<file path="src/rtl/pmb_pkg.sv">
package pmb_pkg;

    localparam int WORD_W  = 32;
    localparam int HALF_W  = 16;
    localparam int PHY_W   = 5;
    localparam int REG_W   = 5;
    localparam int SUB_W   = 3;
    localparam int PAGE_W  = 9;

    localparam logic [PHY_W-1:0] PAGE_SEL_PHY  = 5'h18;
    localparam logic [REG_W-1:0] PAGE_SEL_REG  = '0;
    localparam logic [PHY_W-1:0] DATA_PHY_BASE = 5'h10;
    localparam logic [REG_W-1:0] REG_PAIR_MASK = 5'h1E;

    typedef struct packed {
        logic [PAGE_W-1:0] page;
        logic [SUB_W-1:0]  sub;
        logic [REG_W-1:0]  reg_lo;
    } addr_fields_t;

    typedef struct packed {
        logic              write;
        logic [PHY_W-1:0]  phy;
        logic [REG_W-1:0]  regn;
        logic [HALF_W-1:0] data;
    } mb_txn_t;

    typedef enum logic [2:0] {
        ST_IDLE,
        ST_PAGE,
        ST_SETTLE,
        ST_FIRST,
        ST_SECOND,
        ST_DONE
    } seq_state_t;

    // Halve the byte address, then cut out register pair, sub-address and page.
    function automatic addr_fields_t split_byte_addr(input logic [WORD_W-1:0] baddr);
        logic [WORD_W-1:0] half_addr;
        addr_fields_t      f;
        half_addr = baddr >> 1;
        f.reg_lo  = half_addr[REG_W-1:0] & REG_PAIR_MASK;
        f.sub     = half_addr[REG_W+SUB_W-1:REG_W];
        f.page    = half_addr[REG_W+SUB_W+PAGE_W-1:REG_W+SUB_W];
        return f;
    endfunction

endpackage

</file>
<file path="src/rtl/pmb_addr_split.sv">
module pmb_addr_split
    import pmb_pkg::*;
(
    input  logic [WORD_W-1:0] byte_addr,
    output addr_fields_t      fields
);

    assign fields = split_byte_addr(byte_addr);

endmodule

</file>
<file path="src/rtl/pmb_settle_timer.sv">
module pmb_settle_timer #(
    parameter int CYCLES = 4
) (
    input  logic clk,
    input  logic rst,
    input  logic start,
    output logic busy,
    output logic expired
);

    localparam int CNT_W = $clog2(CYCLES + 1);

    logic [CNT_W-1:0] cnt;

    always_ff @(posedge clk) begin
        if (rst) begin
            cnt <= '0;
        end else if (start) begin
            cnt <= CNT_W'(CYCLES);
        end else if (cnt != '0) begin
            cnt <= cnt - 1'b1;
        end
    end

    assign busy    = (cnt != '0);
    assign expired = (cnt == CNT_W'(1));

    // the expiry flag lasts one cycle and the timer then goes quiet
    p_expire_once_r4: assert property (@(posedge clk) disable iff (rst)
        (expired && !start) |=> (!expired && !busy));

    initial begin
        assert (CYCLES >= 1) else $error("settle interval must be at least one cycle");
    end

endmodule

</file>
<file path="src/rtl/pmb_txn_select.sv">
module pmb_txn_select
    import pmb_pkg::*;
(
    input  seq_state_t        state,
    input  logic              is_write,
    input  addr_fields_t      fields,
    input  logic [WORD_W-1:0] wdata,
    output mb_txn_t           txn,
    output logic              active
);

    logic [PHY_W-1:0] data_phy;
    logic [REG_W-1:0] reg_hi;

    assign data_phy = DATA_PHY_BASE | PHY_W'(fields.sub);
    assign reg_hi   = fields.reg_lo | REG_W'(1);

    always_comb begin
        txn    = '0;
        active = 1'b0;
        unique case (state)
            ST_PAGE: begin
                active     = 1'b1;
                txn.write  = 1'b1;
                txn.phy    = PAGE_SEL_PHY;
                txn.regn   = PAGE_SEL_REG;
                txn.data   = HALF_W'(fields.page);
            end
            ST_FIRST: begin
                active     = 1'b1;
                txn.write  = is_write;
                txn.phy    = data_phy;
                txn.regn   = is_write ? reg_hi : fields.reg_lo;
                txn.data   = is_write ? wdata[WORD_W-1:HALF_W] : '0;
            end
            ST_SECOND: begin
                active     = 1'b1;
                txn.write  = is_write;
                txn.phy    = data_phy;
                txn.regn   = is_write ? fields.reg_lo : reg_hi;
                txn.data   = is_write ? wdata[HALF_W-1:0] : '0;
            end
            default: begin
                active = 1'b0;
            end
        endcase
    end

endmodule

</file>
<file path="src/rtl/paged_mdio_bridge.sv">
module paged_mdio_bridge
    import pmb_pkg::*;
#(
    parameter int SETTLE_CYCLES = 4
) (
    input  logic              clk,
    input  logic              rst,
    input  logic              req_valid,
    output logic              req_ready,
    input  logic              req_write,
    input  logic [WORD_W-1:0] req_addr,
    input  logic [WORD_W-1:0] req_wdata,
    output logic [WORD_W-1:0] rsp_rdata,
    output logic              rsp_done,
    output logic              mb_req,
    input  logic              mb_ack,
    output logic              mb_write,
    output logic [PHY_W-1:0]  mb_phy,
    output logic [REG_W-1:0]  mb_reg,
    output logic [HALF_W-1:0] mb_wdata,
    input  logic [HALF_W-1:0] mb_rdata
);

    seq_state_t        st;
    logic              is_wr;
    addr_fields_t      fld_d;
    addr_fields_t      fld_q;
    logic [WORD_W-1:0] wdata_q;
    logic [HALF_W-1:0] rd_lo_q;
    logic [HALF_W-1:0] rd_hi_q;
    logic              tmr_start;
    logic              tmr_busy;
    logic              tmr_expired;
    mb_txn_t           txn;
    logic              txn_active;

    pmb_addr_split u_split (
        .byte_addr (req_addr),
        .fields    (fld_d)
    );

    assign tmr_start = (st == ST_PAGE) && mb_ack;

    pmb_settle_timer #(.CYCLES(SETTLE_CYCLES)) u_timer (
        .clk     (clk),
        .rst     (rst),
        .start   (tmr_start),
        .busy    (tmr_busy),
        .expired (tmr_expired)
    );

    pmb_txn_select u_select (
        .state    (st),
        .is_write (is_wr),
        .fields   (fld_q),
        .wdata    (wdata_q),
        .txn      (txn),
        .active   (txn_active)
    );

    always_ff @(posedge clk) begin
        if (rst) begin
            st      <= ST_IDLE;
            is_wr   <= 1'b0;
            fld_q   <= '0;
            wdata_q <= '0;
            rd_lo_q <= '0;
            rd_hi_q <= '0;
        end else begin
            unique case (st)
                ST_IDLE: if (req_valid) begin
                    is_wr   <= req_write;
                    fld_q   <= fld_d;
                    wdata_q <= req_wdata;
                    st      <= ST_PAGE;
                end
                ST_PAGE: if (mb_ack) st <= ST_SETTLE;
                ST_SETTLE: if (tmr_expired) st <= ST_FIRST;
                ST_FIRST: if (mb_ack) begin
                    if (!is_wr) rd_lo_q <= mb_rdata;
                    st <= ST_SECOND;
                end
                ST_SECOND: if (mb_ack) begin
                    if (!is_wr) rd_hi_q <= mb_rdata;
                    st <= ST_DONE;
                end
                ST_DONE: st <= ST_IDLE;
                default: st <= ST_IDLE;
            endcase
        end
    end

    assign req_ready = (st == ST_IDLE);
    assign rsp_done  = (st == ST_DONE);
    assign rsp_rdata = {rd_hi_q, rd_lo_q};
    assign mb_req    = txn_active;
    assign mb_write  = txn.write;
    assign mb_phy    = txn.phy;
    assign mb_reg    = txn.regn;
    assign mb_wdata  = txn.data;

    // no second request is taken right after an acceptance
    p_ready_drop_r2: assert property (@(posedge clk) disable iff (rst)
        (req_valid && req_ready) |=> !req_ready);

    // the page-select write follows acceptance at once
    p_page_first_r3: assert property (@(posedge clk) disable iff (rst)
        (req_valid && req_ready) |=>
            (mb_req && mb_write && mb_phy == PAGE_SEL_PHY && mb_reg == PAGE_SEL_REG));

    // the bus stays quiet while the settle timer runs
    p_quiet_settle_r4: assert property (@(posedge clk) disable iff (rst)
        tmr_busy |-> !mb_req);

    // non-page transactions go to the data PHY group
    p_data_phy_r5: assert property (@(posedge clk) disable iff (rst)
        (mb_req && mb_phy != PAGE_SEL_PHY) |->
            (mb_phy[PHY_W-1:SUB_W] == DATA_PHY_BASE[PHY_W-1:SUB_W]));

    // an unacknowledged transaction is held unchanged
    p_hold_txn_r8: assert property (@(posedge clk) disable iff (rst)
        (mb_req && !mb_ack) |=>
            (mb_req && $stable(mb_write) && $stable(mb_phy) &&
             $stable(mb_reg) && $stable(mb_wdata)));

    // completion is a single-cycle pulse followed by readiness
    p_done_pulse_r9: assert property (@(posedge clk) disable iff (rst)
        rsp_done |=> (!rsp_done && req_ready));

endmodule

</file>
<file path="config.mk">
export PLATFORM = sky130hd
export DESIGN_NAME = paged_mdio_bridge
export DESIGN_NICKNAME = d
export VERILOG_FILES = /design/src/rtl/pmb_pkg.sv /design/src/rtl/pmb_addr_split.sv /design/src/rtl/pmb_settle_timer.sv /design/src/rtl/pmb_txn_select.sv /design/src/rtl/paged_mdio_bridge.sv
export SDC_FILE = /design/constraint.sdc
export NUM_CORES = 1
export LEC_CHECK = 0
export ABC_AREA = 0
export BUFFER_PORTS_ARGS = -buffer_cell sky130_fd_sc_hd__buf_2
export CORE_UTILIZATION = 44
export DETAILED_ROUTE_END_ITERATION = 10
export PLACE_DENSITY_LB_ADDON = 0.12
export SLEW_MARGIN = 20
export SYNTH_ARGS = -nofsm -noshare
export SYNTH_HDL_FRONTEND = slang
export SYNTH_SLANG_ARGS = --single-unit
export TNS_END_PERCENT = 30
</file>
<file path="constraint.sdc">
create_clock -name clk -period 1.49 [get_ports clk]
set_input_delay 0.0745 -clock clk [delete_from_list [all_inputs] [get_ports clk]]
set_output_delay 0.0745 -clock clk [all_outputs]
set_load 0.02 [all_outputs]
</file>
==> reports/results.tsv <==
stage	metric	value	unit
outcome	status	complete, but fails checks	
outcome	failing checks	setup timing	
worst_setup_path	WP data arrival	1.80	ns
place	Port Buffers	130	
power	Clk pwr share	34.7	%
synthesis	warnings from Yosys	0	
cells_and_area	commonest non-fill, non-tap cell in the layout	buf_2	
timing	Fin. Hold Viols	0	
timing	Slew headroom	74.89	%
synthesis	Syn Area/Cell	8.678	um2
drt	DR vias/cell	4.949	
drt	wire per inst	14.01	um
worst_setup_path	Critical Path RT	1.42	ns
place	placed instance count	636	
timing	RSZ-0062 raised after global routing	true	
cells_and_area	non-filler cells, final	719	
timing	Clock Skews	0.01165	ns
timing	Final min period	1.871	ns
cells_and_area	antenna diode count	0	
clock_network	clk slew on worst S/H paths	0.09	ns
power	Lkg Pwr	2.635	nW
clock_network	total CTS buffers	9	
clock_network	Sinks on Clock Net	87	
synthesis	Seq/Total Area, Yosys	47.56	%
power	Net Switching	1.451	mW
power	power density over the cells	985.9	nW/um2
place	Cell Area, Placed	4532	um2
cells_and_area	final instance area	5688	um2
cells_and_area	Final Util	72.11	%
run	Max-cap violations	0	
timing	final worst setup slack	-0.3810	ns
global_route	vias in the first global route	3475	
timing	setup violators final	111	
power	Max VDD drop	0.0006435	V
floorplan	core area	7888	um2
worst_setup_path	CP Class	flop to output port	
clock_network	CTS H-Tree Depth	3	
floorplan	I/O pin total	147	
clock_network	root buf cell	clkbuf_8	
power	switching part of the total	25.87	%
worst_hold_path	WHS Path Cells	3	
worst_hold_path	Hold Crit Class	primary input to flop	
global_route	first-pass GRT wire length	15990	um
place	Final GP Congestion	0.7196	
cells_and_area	most frequent cells in the layout	buf_2 (102), nand2_1 (101), dfxtp_1 (83), a21oi_1 (54), dlygate4sd3_1 (52)	
synthesis	flops & latches, synth	87	
floorplan	die span in x	93.23	um
drt	first drt pass iteration count	5	
clock_network	CTS tree	yes	
timing	fin. max-slew vios	0	
place	Post-DP HPWL	5404	um
power	internal power	4.157	mW
drt	Post-DRT Antenna Nets	0	
floorplan	DIE AREA	8692	um2
worst_setup_path	depth of the most critical reg-to-reg path	8	
worst_setup_path	Setup crit end kind	output port	
global_route	largest net degree at the start of global routing	103	
clock_network	worst skew pair latency	0.34	ns
synthesis	Post-Syn Area	3662	um2
worst_setup_path	Worst Path Max Fanout	7	
power	sequential share of power	45.8	%
timing	final critical-path share of the clock period	125.6	%
timing	worst slew pin tran	0.3766	ns
synthesis	Synth Net Count	510	
worst_setup_path	startpoint types	flop	
global_route	Tot GR Track Use	23.22	%
cells_and_area	Net count, final	700	
cells_and_area	fillcell total	594	
clock_network	maximum clock insertion buffer count	2	
power	Comb pwr share	19.6	%
synthesis	Syn Inst Count	422	
floorplan	# rows	32	
cells_and_area	Area Overhead vs Synth	55.31	%
timing	Peak Freq	534.5	MHz
drt	Iteration-0 DRC Markers	133	
timing	hold slack	0.01363	ns
global_route	Remaining Overflow, GRT	0	
drt	via count	3558	
drt	Post-Route WL	10070	um
cells_and_area	layout cells sized above 1	31.77	%
synthesis	synth unique cells	35	
floorplan	Initial Util	46.43	%
global_route	initial antenna violation count	0	
floorplan	Die H	93.23	um
drt	# DRC	0	
[stage by stage]
step	power [mW]	TNS, ns	worst slack, ns
2_1_floorplan	3.177	-1.699	-0.09501
3_3_place_gp	3.457	-0.8941	-0.01853
3_5_place_dp	3.488	-2.346	-0.05214
4_1_cts	5.598	-21.90	-0.3970
5_1_grt	5.883	-33.31	-0.4294
6_report	5.608	-27.26	-0.3810
[Yosys cell counts]
library cell  count  share of area (%)
a21oi_1          54                7.4
a222oi_1          9                2.5
a22o_1            7                1.7
and2_1            8                1.4
and3b_1           2               0.48
and4b_1           1               0.27
buf_2             6               0.82
buf_4             2               0.41
buf_6             1               0.31
clkbuf_1         25                2.6
dfxtp_1          87                 48
ha_1              3                1.0
inv_1            11                1.1
mux2i_1          33                9.0
nand2_1         102                 10
nand2b_1         49                8.4
nand3b_1          1               0.21
nand4b_1          1               0.24
nand4bb_1         1               0.31
nor2_1            1               0.10
nor2b_1           1               0.17
nor3_1            2               0.27
nor3b_1           2               0.41
nor4b_1           1               0.24
nor4bb_1          1               0.27
o211a_1           1               0.27
o21bai_1          1               0.21
o31ai_1           1               0.21
or2_1             2               0.34
or3_1             1               0.17
or3b_1            1               0.24
or3b_4            1               0.31
or4b_1            1               0.27
xnor2_1           1               0.24
xor2_1            1               0.24
[cell type report]
cell class	instances	area, um2	share of cell area (%)
Multi-Input combinational cell	291	1814	31.90
Sequential cell	87	1747	30.71
Timing Repair Buffer	212	1720	30.25
Clock buffer	11	131.4	2.310
Tap cell	102	127.6	2.244
Clock inverter	5	106.4	1.870
Inverter	11	41.29	0.7259
[final timing paths]
kind | slack, ns | startpoint | endpoint
worst max register to register | -0.34 | st[0] | fld_q[2]
worst max-delay path | -0.38 | st[1] | mb_wdata[7]
worst min register to register | 0.46 | wdata_q[9] | wdata_q[9]
worst min-delay path | 0.01 | mb_rdata[10] | rd_hi_q[10]
[critical path, stage by stage (launching register included)]
cell and delay, ns:
dfxtp_2 0.34, buf_6 0.11, and4b_2 0.28, buf_12 0.15, a222oi_1 0.33, inv_1 0.11, buf_6 0.15
[logic make-up after synthesis]
family                   Yosys count  share of synthesized area [%]
buffers and inverters             45                          5.227
AND/OR/NAND/NOR                  179                          24.50
XOR/XNOR                           2                         0.4784
AO/OA/AOI/OAI                     73                          12.20
multiplexers                      33                          9.020
adder cells (fa/ha/maj)            3                          1.025
flip-flops                        87                          47.56
[power by group through the flow]
stage / clock network (mW) / logic (mW) / registers, mW
final: 1.94 / 1.10 / 2.57
after global routing: 2.09 / 1.20 / 2.59
after CTS: 1.98 / 1.06 / 2.56
after detailed placement: 0 / 0.872 / 2.62
after global placement: 0 / 0.849 / 2.61
after floorplan: 0 / 0.574 / 2.60
[flip-flops by register name (all words and copies together) (netlist names)]
| register | count |
|---|---|
| fld_q | 16 |
| is_wr | 1 |
| rd_hi_q | 16 |
| rd_lo_q | 16 |
| st | 3 |
| u_timer.cnt | 3 |
| wdata_q | 32 |
[layer usage]
metal  up-vias  wire length (um)  track usage (%)
met3        21               562            4.878
met4         0               210            10.13
met2       116              4987            40.07
li1       1779                 -                -
met5         -                 0                0
met1      1642              4313            27.72
[repair_timing]
item,4_1_cts,5_1_grt
setup buffers,7,5
resized for setup,74,8
cloned,2,1
hold endpoints to repair,53,0
hold buffers,52,0
endpoints found under the setup margin,93,109
pin swaps,15,7
No activity file was read; power rests on OpenSTA's default activity.
